`src/rtl/cmd_seq_pkg.sv`:
```
package cmd_seq_pkg;
    localparam int CMD_W   = 11;
    localparam int IDX_W   = 6;
    localparam int B_WANT  = 6;
    localparam int B_LONG  = 7;
    localparam int B_EN    = 10;

    typedef enum logic {
        ST_IDLE = 1'b0,
        ST_WAIT = 1'b1
    } seq_state_e;

    typedef enum logic [1:0] {
        OUT_SENT    = 2'd0,
        OUT_RESP    = 2'd1,
        OUT_TIMEOUT = 2'd2
    } outcome_e;
endpackage

```
`src/rtl/cmd_seq_rsp_pack.sv`:
```
module cmd_seq_rsp_pack
    import cmd_seq_pkg::*;
#(
    parameter int WORD_W = 32,
    parameter int NWORDS = 4,
    parameter int LEN_W  = 5
) (
    input  logic                     want,
    input  logic                     long_sel,
    input  logic                     err,
    input  logic [LEN_W-1:0]         len,
    input  logic [NWORDS*WORD_W-1:0] data,
    output outcome_e                 outcome,
    output logic [NWORDS*WORD_W-1:0] words
);
    localparam int BPW     = WORD_W / 8;
    localparam int SHORT_B = BPW;
    localparam int LONG_B  = NWORDS * BPW;

    logic len_short;
    logic len_full;
    logic bad;
    logic [NWORDS*WORD_W-1:0] raw;

    assign len_short = (len == LEN_W'(SHORT_B));
    assign len_full  = (len == LEN_W'(LONG_B));

    always_comb begin
        bad = err;
        if (want) begin
            if (len == '0)             bad = 1'b1;
            if (long_sel && len_short) bad = 1'b1;
            if (!len_short && !len_full) bad = 1'b1;
        end
        if (bad)       outcome = OUT_TIMEOUT;
        else if (want) outcome = OUT_RESP;
        else           outcome = OUT_SENT;
    end

    for (genvar w = 0; w < NWORDS; w++) begin : g_word
        for (genvar b = 0; b < BPW; b++) begin : g_byte
            assign raw[w*WORD_W + WORD_W-1-8*b -: 8] = data[(w*BPW+b)*8 +: 8];
        end
        if (w == 0) begin : g_first
            assign words[WORD_W-1:0] = raw[WORD_W-1:0];
        end else if (w == NWORDS-1) begin : g_last
            assign words[w*WORD_W +: WORD_W] =
                len_full ? {raw[w*WORD_W+1 +: WORD_W-1], 1'b0} : '0;
        end else begin : g_mid
            assign words[w*WORD_W +: WORD_W] = len_full ? raw[w*WORD_W +: WORD_W] : '0;
        end
    end
endmodule

```
`src/rtl/cmd_seq_ctrl.sv`:
```
module cmd_seq_ctrl
    import cmd_seq_pkg::*;
#(
    parameter int ARG_W  = 32,
    parameter int WORD_W = 32,
    parameter int NWORDS = 4
) (
    input  logic                     clk,
    input  logic                     rst_n,
    input  logic                     cmd_wr,
    input  logic [CMD_W-1:0]         cmd_word,
    input  logic [ARG_W-1:0]         cmd_arg,
    input  logic                     rsp_valid,
    input  outcome_e                 outcome,
    input  logic [NWORDS*WORD_W-1:0] words,
    output logic                     req_valid,
    output logic [CMD_W-1:0]         cmd_q,
    output logic [ARG_W-1:0]         arg_q,
    output logic                     busy,
    output logic [NWORDS*WORD_W-1:0] resp_q,
    output logic                     p_end,
    output logic                     p_sent,
    output logic                     p_to
);
    typedef struct packed {
        seq_state_e               st;
        logic [CMD_W-1:0]         cmd;
        logic [ARG_W-1:0]         arg;
        logic [NWORDS*WORD_W-1:0] resp;
        logic                     p_end;
        logic                     p_sent;
        logic                     p_to;
    } ctrl_t;

    ctrl_t r_d, r_q;

    always_comb begin
        r_d        = r_q;
        r_d.p_end  = 1'b0;
        r_d.p_sent = 1'b0;
        r_d.p_to   = 1'b0;
        case (r_q.st)
            ST_IDLE: begin
                if (cmd_wr) begin
                    r_d.cmd = cmd_word;
                    r_d.arg = cmd_arg;
                    if (cmd_word[B_EN]) r_d.st = ST_WAIT;
                end
            end
            ST_WAIT: begin
                if (rsp_valid) begin
                    r_d.st        = ST_IDLE;
                    r_d.cmd[B_EN] = 1'b0;
                    case (outcome)
                        OUT_RESP: begin
                            r_d.resp  = words;
                            r_d.p_end = 1'b1;
                        end
                        OUT_SENT: r_d.p_sent = 1'b1;
                        default:  r_d.p_to   = 1'b1;
                    endcase
                end
            end
            default: r_d.st = ST_IDLE;
        endcase
    end

    always_ff @(posedge clk or negedge rst_n) begin
        if (!rst_n) r_q <= '0;
        else        r_q <= r_d;
    end

    assign req_valid = (r_q.st == ST_WAIT);
    assign busy      = (r_q.st == ST_WAIT);
    assign cmd_q     = r_q.cmd;
    assign arg_q     = r_q.arg;
    assign resp_q    = r_q.resp;
    assign p_end     = r_q.p_end;
    assign p_sent    = r_q.p_sent;
    assign p_to      = r_q.p_to;
endmodule

```
`src/rtl/cmd_seq.sv`:
```
module cmd_seq
    import cmd_seq_pkg::*;
#(
    parameter int ARG_W  = 32,
    parameter int WORD_W = 32,
    parameter int NWORDS = 4,
    parameter int LEN_W  = 5
) (
    input  logic                     clk,
    input  logic                     rst_n,
    input  logic                     cmd_wr,
    input  logic [CMD_W-1:0]         cmd_word,
    input  logic [ARG_W-1:0]         cmd_arg,
    output logic                     req_valid,
    output logic [IDX_W-1:0]         req_index,
    output logic [ARG_W-1:0]         req_arg,
    input  logic                     rsp_valid,
    input  logic                     rsp_err,
    input  logic [LEN_W-1:0]         rsp_len,
    input  logic [NWORDS*WORD_W-1:0] rsp_data,
    output logic [CMD_W-1:0]         cmd_word_q,
    output logic                     busy,
    output logic [NWORDS*WORD_W-1:0] resp_words,
    output logic                     sts_resp_end,
    output logic                     sts_cmd_sent,
    output logic                     sts_timeout
);
    outcome_e                 outcome;
    logic [NWORDS*WORD_W-1:0] packed_words;
    logic [CMD_W-1:0]         cmd_q;

    cmd_seq_rsp_pack #(
        .WORD_W(WORD_W), .NWORDS(NWORDS), .LEN_W(LEN_W)
    ) u_pack (
        .want     (cmd_q[B_WANT]),
        .long_sel (cmd_q[B_LONG]),
        .err      (rsp_err),
        .len      (rsp_len),
        .data     (rsp_data),
        .outcome  (outcome),
        .words    (packed_words)
    );

    cmd_seq_ctrl #(
        .ARG_W(ARG_W), .WORD_W(WORD_W), .NWORDS(NWORDS)
    ) u_ctrl (
        .clk       (clk),
        .rst_n     (rst_n),
        .cmd_wr    (cmd_wr),
        .cmd_word  (cmd_word),
        .cmd_arg   (cmd_arg),
        .rsp_valid (rsp_valid),
        .outcome   (outcome),
        .words     (packed_words),
        .req_valid (req_valid),
        .cmd_q     (cmd_q),
        .arg_q     (req_arg),
        .busy      (busy),
        .resp_q    (resp_words),
        .p_end     (sts_resp_end),
        .p_sent    (sts_cmd_sent),
        .p_to      (sts_timeout)
    );

    assign req_index  = cmd_q[IDX_W-1:0];
    assign cmd_word_q = cmd_q;
endmodule

```
`config.mk`:
```
export PLATFORM = sky130hd
export DESIGN_NAME = cmd_seq
export DESIGN_NICKNAME = d
export VERILOG_FILES = /design/src/rtl/cmd_seq_pkg.sv /design/src/rtl/cmd_seq_rsp_pack.sv /design/src/rtl/cmd_seq_ctrl.sv /design/src/rtl/cmd_seq.sv
export SDC_FILE = /design/constraint.sdc
export NUM_CORES = 1
export LEC_CHECK = 0
export ABC_AREA = 1
export CAP_MARGIN = 20
export CORE_AREA = 2 2 140 142
export DETAILED_ROUTE_END_ITERATION = 6
export DIE_AREA = 0 0 142 144
export PLACE_DENSITY = 0.81
export SLEW_MARGIN = 10
export SYNTH_ARGS = -nofsm -noshare
export SYNTH_HDL_FRONTEND = slang
export SYNTH_SLANG_ARGS = --single-unit
export TNS_END_PERCENT = 100
```
`constraint.sdc`:
```
create_clock -name clk -period 1.5 [get_ports clk]
set_clock_uncertainty 0.1 [all_clocks]
set_input_delay 0.3 -clock clk [delete_from_list [all_inputs] [get_ports clk]]
set_output_delay 0.3 -clock clk [all_outputs]
set_load 0.02 [all_outputs]
```
* Word level (Yosys, flattened, before mapping)
Cells that the tools add are included.
** Storage, ports and cells
- Input bits :: 181
- ROM bits :: 0
- Bits in latches :: 0
- Register bits :: 175
- Logic and storage cells :: 42
- Output and inout port bits :: 182
- RAM bits :: 0
- Memories :: 0
** Cells by class
- Reductions and logical operators :: 10
- Shift-type cells :: 0
- Multipliers :: 0
- Bitwise operators :: 1
- Magnitude comparators :: 0
- Equal/unequal tests :: 5
- Divide/modulo/power cells :: 0
- Mux-type cells :: 18
- Add/sub/neg operators :: 0
** Operators by type and width (count)
- $mux W32 :: 3
- $mux W44 :: 1
- $mux W1 :: 9
- $mux W3 :: 2
- $eq A5 B3 Y1 const B :: 1
- $eq A5 B5 Y1 const B :: 1
- $logic_not A5 Y1 :: 1
- $mux W2 :: 2
- $ne A2 B2 Y1 const B :: 2
- $pmux W2 S2 :: 1
- $reduce_and A2 Y1 :: 2
- $reduce_and A3 Y1 :: 1
- $eq A2 B1 Y1 const B :: 1
- $logic_and A1 B1 Y1 :: 2
- $logic_not A1 Y1 :: 2
- $logic_not A2 Y1 :: 1
- $reduce_or A2 Y1 :: 1
- $not A1 Y1 :: 1

* Depth between registers and ports, before layout
- Word-level depth :: 11
- Mapped depth :: 9
- Gate-level depth less buffers :: 8

* Hierarchy
Synthesis repeated with hierarchy kept, for this count alone.
** Second synthesis, totals
- Cell total of the unflattened synthesis :: 1012
- Area, all modules :: 8167.8 um^2
** Modules (own cells, without submodules)
- cmd_seq_ctrl :: instances 1, cells each 756, seq. area each 4379.2 um^2, area each 6975.4 um^2
- cmd_seq_rsp_pack :: instances 1, cells each 250, seq. area each 0.0 um^2, area each 1147.4 um^2
- cmd_seq :: instances 1, cells each 6, seq. area each 0.0 um^2, area each 45.0 um^2

* Least setup slack after synthesis
OpenSTA, ideal clock, no wires.
- Path kind :: register to register
- From :: register u_ctrl.r_q, in the netlist u_ctrl.busy
- To :: register u_ctrl.r_q, in the netlist u_ctrl.resp_q[37]
- Data required time :: 1.335 ns
- Stages on the path, launching flop included :: 7
- Data arrival time :: 1.372 ns
- Path buffers :: 2
- Library setup time :: 0.065 ns
- Slack :: -0.037 ns
- Cells stage by stage :: dfrtp_1 > nand2_1 > inv_1 > clkbuf_1 > clkbuf_1 > nand4_1 > nand2_1
** Between the ends
- Word-level cells in the longest chain between the ends :: 1
** RTL lines
- from (decl) :: RTL line cmd_seq_ctrl.sv:35 : ctrl_t r_d, r_q;
- from (signal assigned) :: RTL line cmd_seq_ctrl.sv:70 : else r_q <= r_d;
- $reduce_and A3 Y1 (no source line)
No other way between the ends.
A chain may end at the register's enable or synchronous reset.

* Worst setup path after layout
- From :: register u_ctrl.r_q, in the netlist u_ctrl.cmd_q[6]
- To :: register u_ctrl.r_q, in the netlist u_ctrl.resp_q[119]
** Between the ends
- Word-level cells in the longest chain between the ends :: 4
- Elaborated cells between the ends (all ways) :: 5
- Those cells by class :: 1 x eq/ne; 3 x mux; 1 x reduce/logical
** RTL lines
- $mux W1 (on tied branches) :: RTL line cmd_seq_rsp_pack.sv:36, cmd_seq_rsp_pack.sv:30
- $mux W2 * :: RTL line cmd_seq_rsp_pack.sv:35 : if (bad) outcome = OUT_TIMEOUT;
- $eq A2 B1 Y1 * :: RTL line cmd_seq_ctrl.sv:54 : case (outcome)
- $reduce_and A3 Y1 (no source line) *
Mark *: on every way between the ends. The rest lies on a longest branch, timed or not.

==> flow_summary.ini <==
[outcome]
outcome = complete, but fails checks
failed_checks = setup timing

[pwr]
ir_drop_mv = 0.7471
totalPowerFinal_uw = 12060
pwr_density_cell_nw_per_um2 = 928.9
p_clk_share_pct = 38.0
combPwrFrac_pct = 19.5
p_leak_uw = 0.007206
pwr-share-seq_pct = 42.5
power.switching_uw = 3393
internal_power_uw = 8666
switching_share_pct = 28.14

[timing]
drv_slew = 0
finalWorstSetupSlack_ns = -0.09687
holdWs_ns = 0.2564
fin_crit_sh_pct = 106.5
max_freq_mhz = 626.2
setup_viol = 127
rsz0062_at_grt = true
fin_crit_ns = 1.597
finalHoldViolations = 0

[drt]
viasPerCell = 5.175
drc = 0
num_vias = 8405
drt_wl_total_um = 29370
routedWlPerCell_um = 18.08
first_iter_violations = 579
drtPass1Iterations = 5
ant_nets = 0

[placed_design]
post-dp-hpwl_um = 18550
port_buffers = 360
gp_congestion = 0.8092

[die]
ios = 363
initial_core_util_pct = 41.17
dieWidth_um = 142
dieArea_um2 = 20450
core.rowCount = 51
core_area_um2 = 19080
die_h_um = 144

[global_routing]
antenna_found_initial = 0
grt_max_degree = 50
grt_usage_pct = 26.17
grt_pass1_vias = 8139
grt_pass1_wl_um = 41840
grt-ovfl-total = 0

[worst_setup_path]
end_kind = flop
cp.required_ns = 1.71
ff2ff_setup_slack_ns = -0.1
worstSetupStartpointType = flop
crit_type = flop to flop
critPathMaxFanout = 6
cp.arrival_ns = 1.81

[clocking]
cts_tree = done
clock_path_buffers = 2
clk_latency_ns = 0.42
cts_inserted_buffers = 17
h-tree-depth = 4
clkSinkCount = 174
cts.clk_slew.worst_paths_ns = 0.07
root_buffer = clkbuf_16

[finish]
final_cell_mix = nand2_1, clkdlybuf4s50_1, dfrtp_1
utilization_pct = 68.04
final_common_cell = nand2_1
drive_gt1_share_pct = 30.81
syn2layout_area_growth_pct = 65.28
insertedDiodeCount = 0
nets = 1554

[logic_synthesis]
yosys_warnings = 0
syn_area_um2 = 7855
syn_inst = 987
seq_area_frac_synth_pct = 55.43
syn_avg_cell_area_um2 = 7.958
syn-num-nets = 1168
synthDistinctLibCells = 18
synth-seq-cells = 174

[hold_path]
hold_class = input port to asynchronous set/reset pin

[job]
maxCapViolations = 0
-- stage by stage --
step           std cells  worst slack [ns]  setup TNS [ns]  area [µm²]
6_report            1624          -0.09687          -6.264       12980
5_1_grt             1624           -0.1660          -15.58       12980
4_1_cts             1603          -0.03516          -1.334       12900
3_5_place_dp        1560           -0.6581          -82.38       12050
3_3_place_gp        1560           -0.6025          -75.44       12050
2_1_floorplan        987          -0.03671          -3.229        7855
-- metal layers --
layer	wire length, µm	track usage (%)	part of all wire [%]	vias up
met2	14960	46.00	51	442
li1	-	-	-	3863
met5	0	0	0	-
met1	10980	30.27	37	4026
met3	2405	6.954	8.2	74
met4	1028	11.11	3.5	0
-- final timing paths --
check                                   from            endpoint  depth (start not counted)
setup / recovery             u_ctrl.cmd_q[6]  u_ctrl.resp_q[119]                         10
hold / removal                         rst_n   u_ctrl.resp_q[98]                          2
setup reg to reg             u_ctrl.cmd_q[6]  u_ctrl.resp_q[119]                         10
hold reg to reg            u_ctrl.resp_q[78]   u_ctrl.resp_q[78]                          2
max in group asynchronous              rst_n   u_ctrl.resp_q[47]                          3
min in group clk                 cmd_word[5]     u_ctrl.cmd_q[5]                          3
-- timing repair --
| item | 4_1_cts | 5_1_grt |
|---|---|---|
| pin swaps | 15 | 42 |
| setup endpoints to repair | 310 | 243 |
| hold buffers | 1 | 0 |
| hold endpoints to repair | 26 | 0 |
| cloned | 4 | 13 |
| gates resized for setup | 600 | 300 |
| buffers inserted | 7 | 9 |
-- layout make-up --
cell class	instances	area, µm²
fillers	1488	6097
flip-flops and latches	174	4355
repair buffers	451	4139
multi-input cells	624	3196
clock buffers	21	440.4
inverters	105	396.6
well taps	238	297.8
clock inverters	11	157.7
-- power groups by stage --
| stage | combinational [µW] | clock [µW] | sequential (µW) |
|---|---|---|---|
| after floorplan | 659 | 0 | 5490 |
| after global placement | 2410 | 0 | 5190 |
| after detailed placement | 2440 | 0 | 5190 |
| after CTS | 2340 | 4640 | 5120 |
| after global routing | 2520 | 4840 | 5160 |
| final | 2350 | 4580 | 5130 |
-- cells by family (layout without fill, tap and decap cells) --
kind of cell,Yosys count,count (layout),synth area share (%)
compound gates,3,3,0.1911
buf+inv,189,588,10.39
flops,174,174,55.43
simple gates,620,620,33.94
other cells,1,1,0.04774
-- cells in the mapped netlist, drive strengths merged --
master | instances | share of area, %
nand2 | 383 | 18
dfrtp | 174 | 55
nand4 | 129 | 10
inv | 104 | 5.0
nor2 | 102 | 4.9
buf | 59 | 4.2
clkbuf | 25 | 1.2
nand3 | 5 | 0.38
o21ai | 3 | 0.19
clkinv | 1 | 0.048
conb | 1 | 0.048
or2 | 1 | 0.080
-- sequential cells by signal (all words and copies together), names as in the netlist --
| register | cells |
|---|---|
| u_ctrl.resp_q | 127 |
| u_ctrl.busy | 1 |
| u_ctrl.p_to | 1 |
| u_ctrl.arg_q | 32 |
| u_ctrl.p_sent | 1 |
| u_ctrl.p_end | 1 |
| u_ctrl.cmd_q | 11 |
-- worst max-delay path, cell delays in order (launching register included) --
cell and delay [ns]:
dfrtp_1 0.37, inv_2 0.05, nor2_2 0.13, nand2_2 0.09, inv_2 0.05, nand4_1 0.08
buf_6 0.16, clkbuf_16 0.17, clkbuf_16 0.17, nand2_2 0.06, nand2_1 0.06
(Power assumes the default switching activity.)
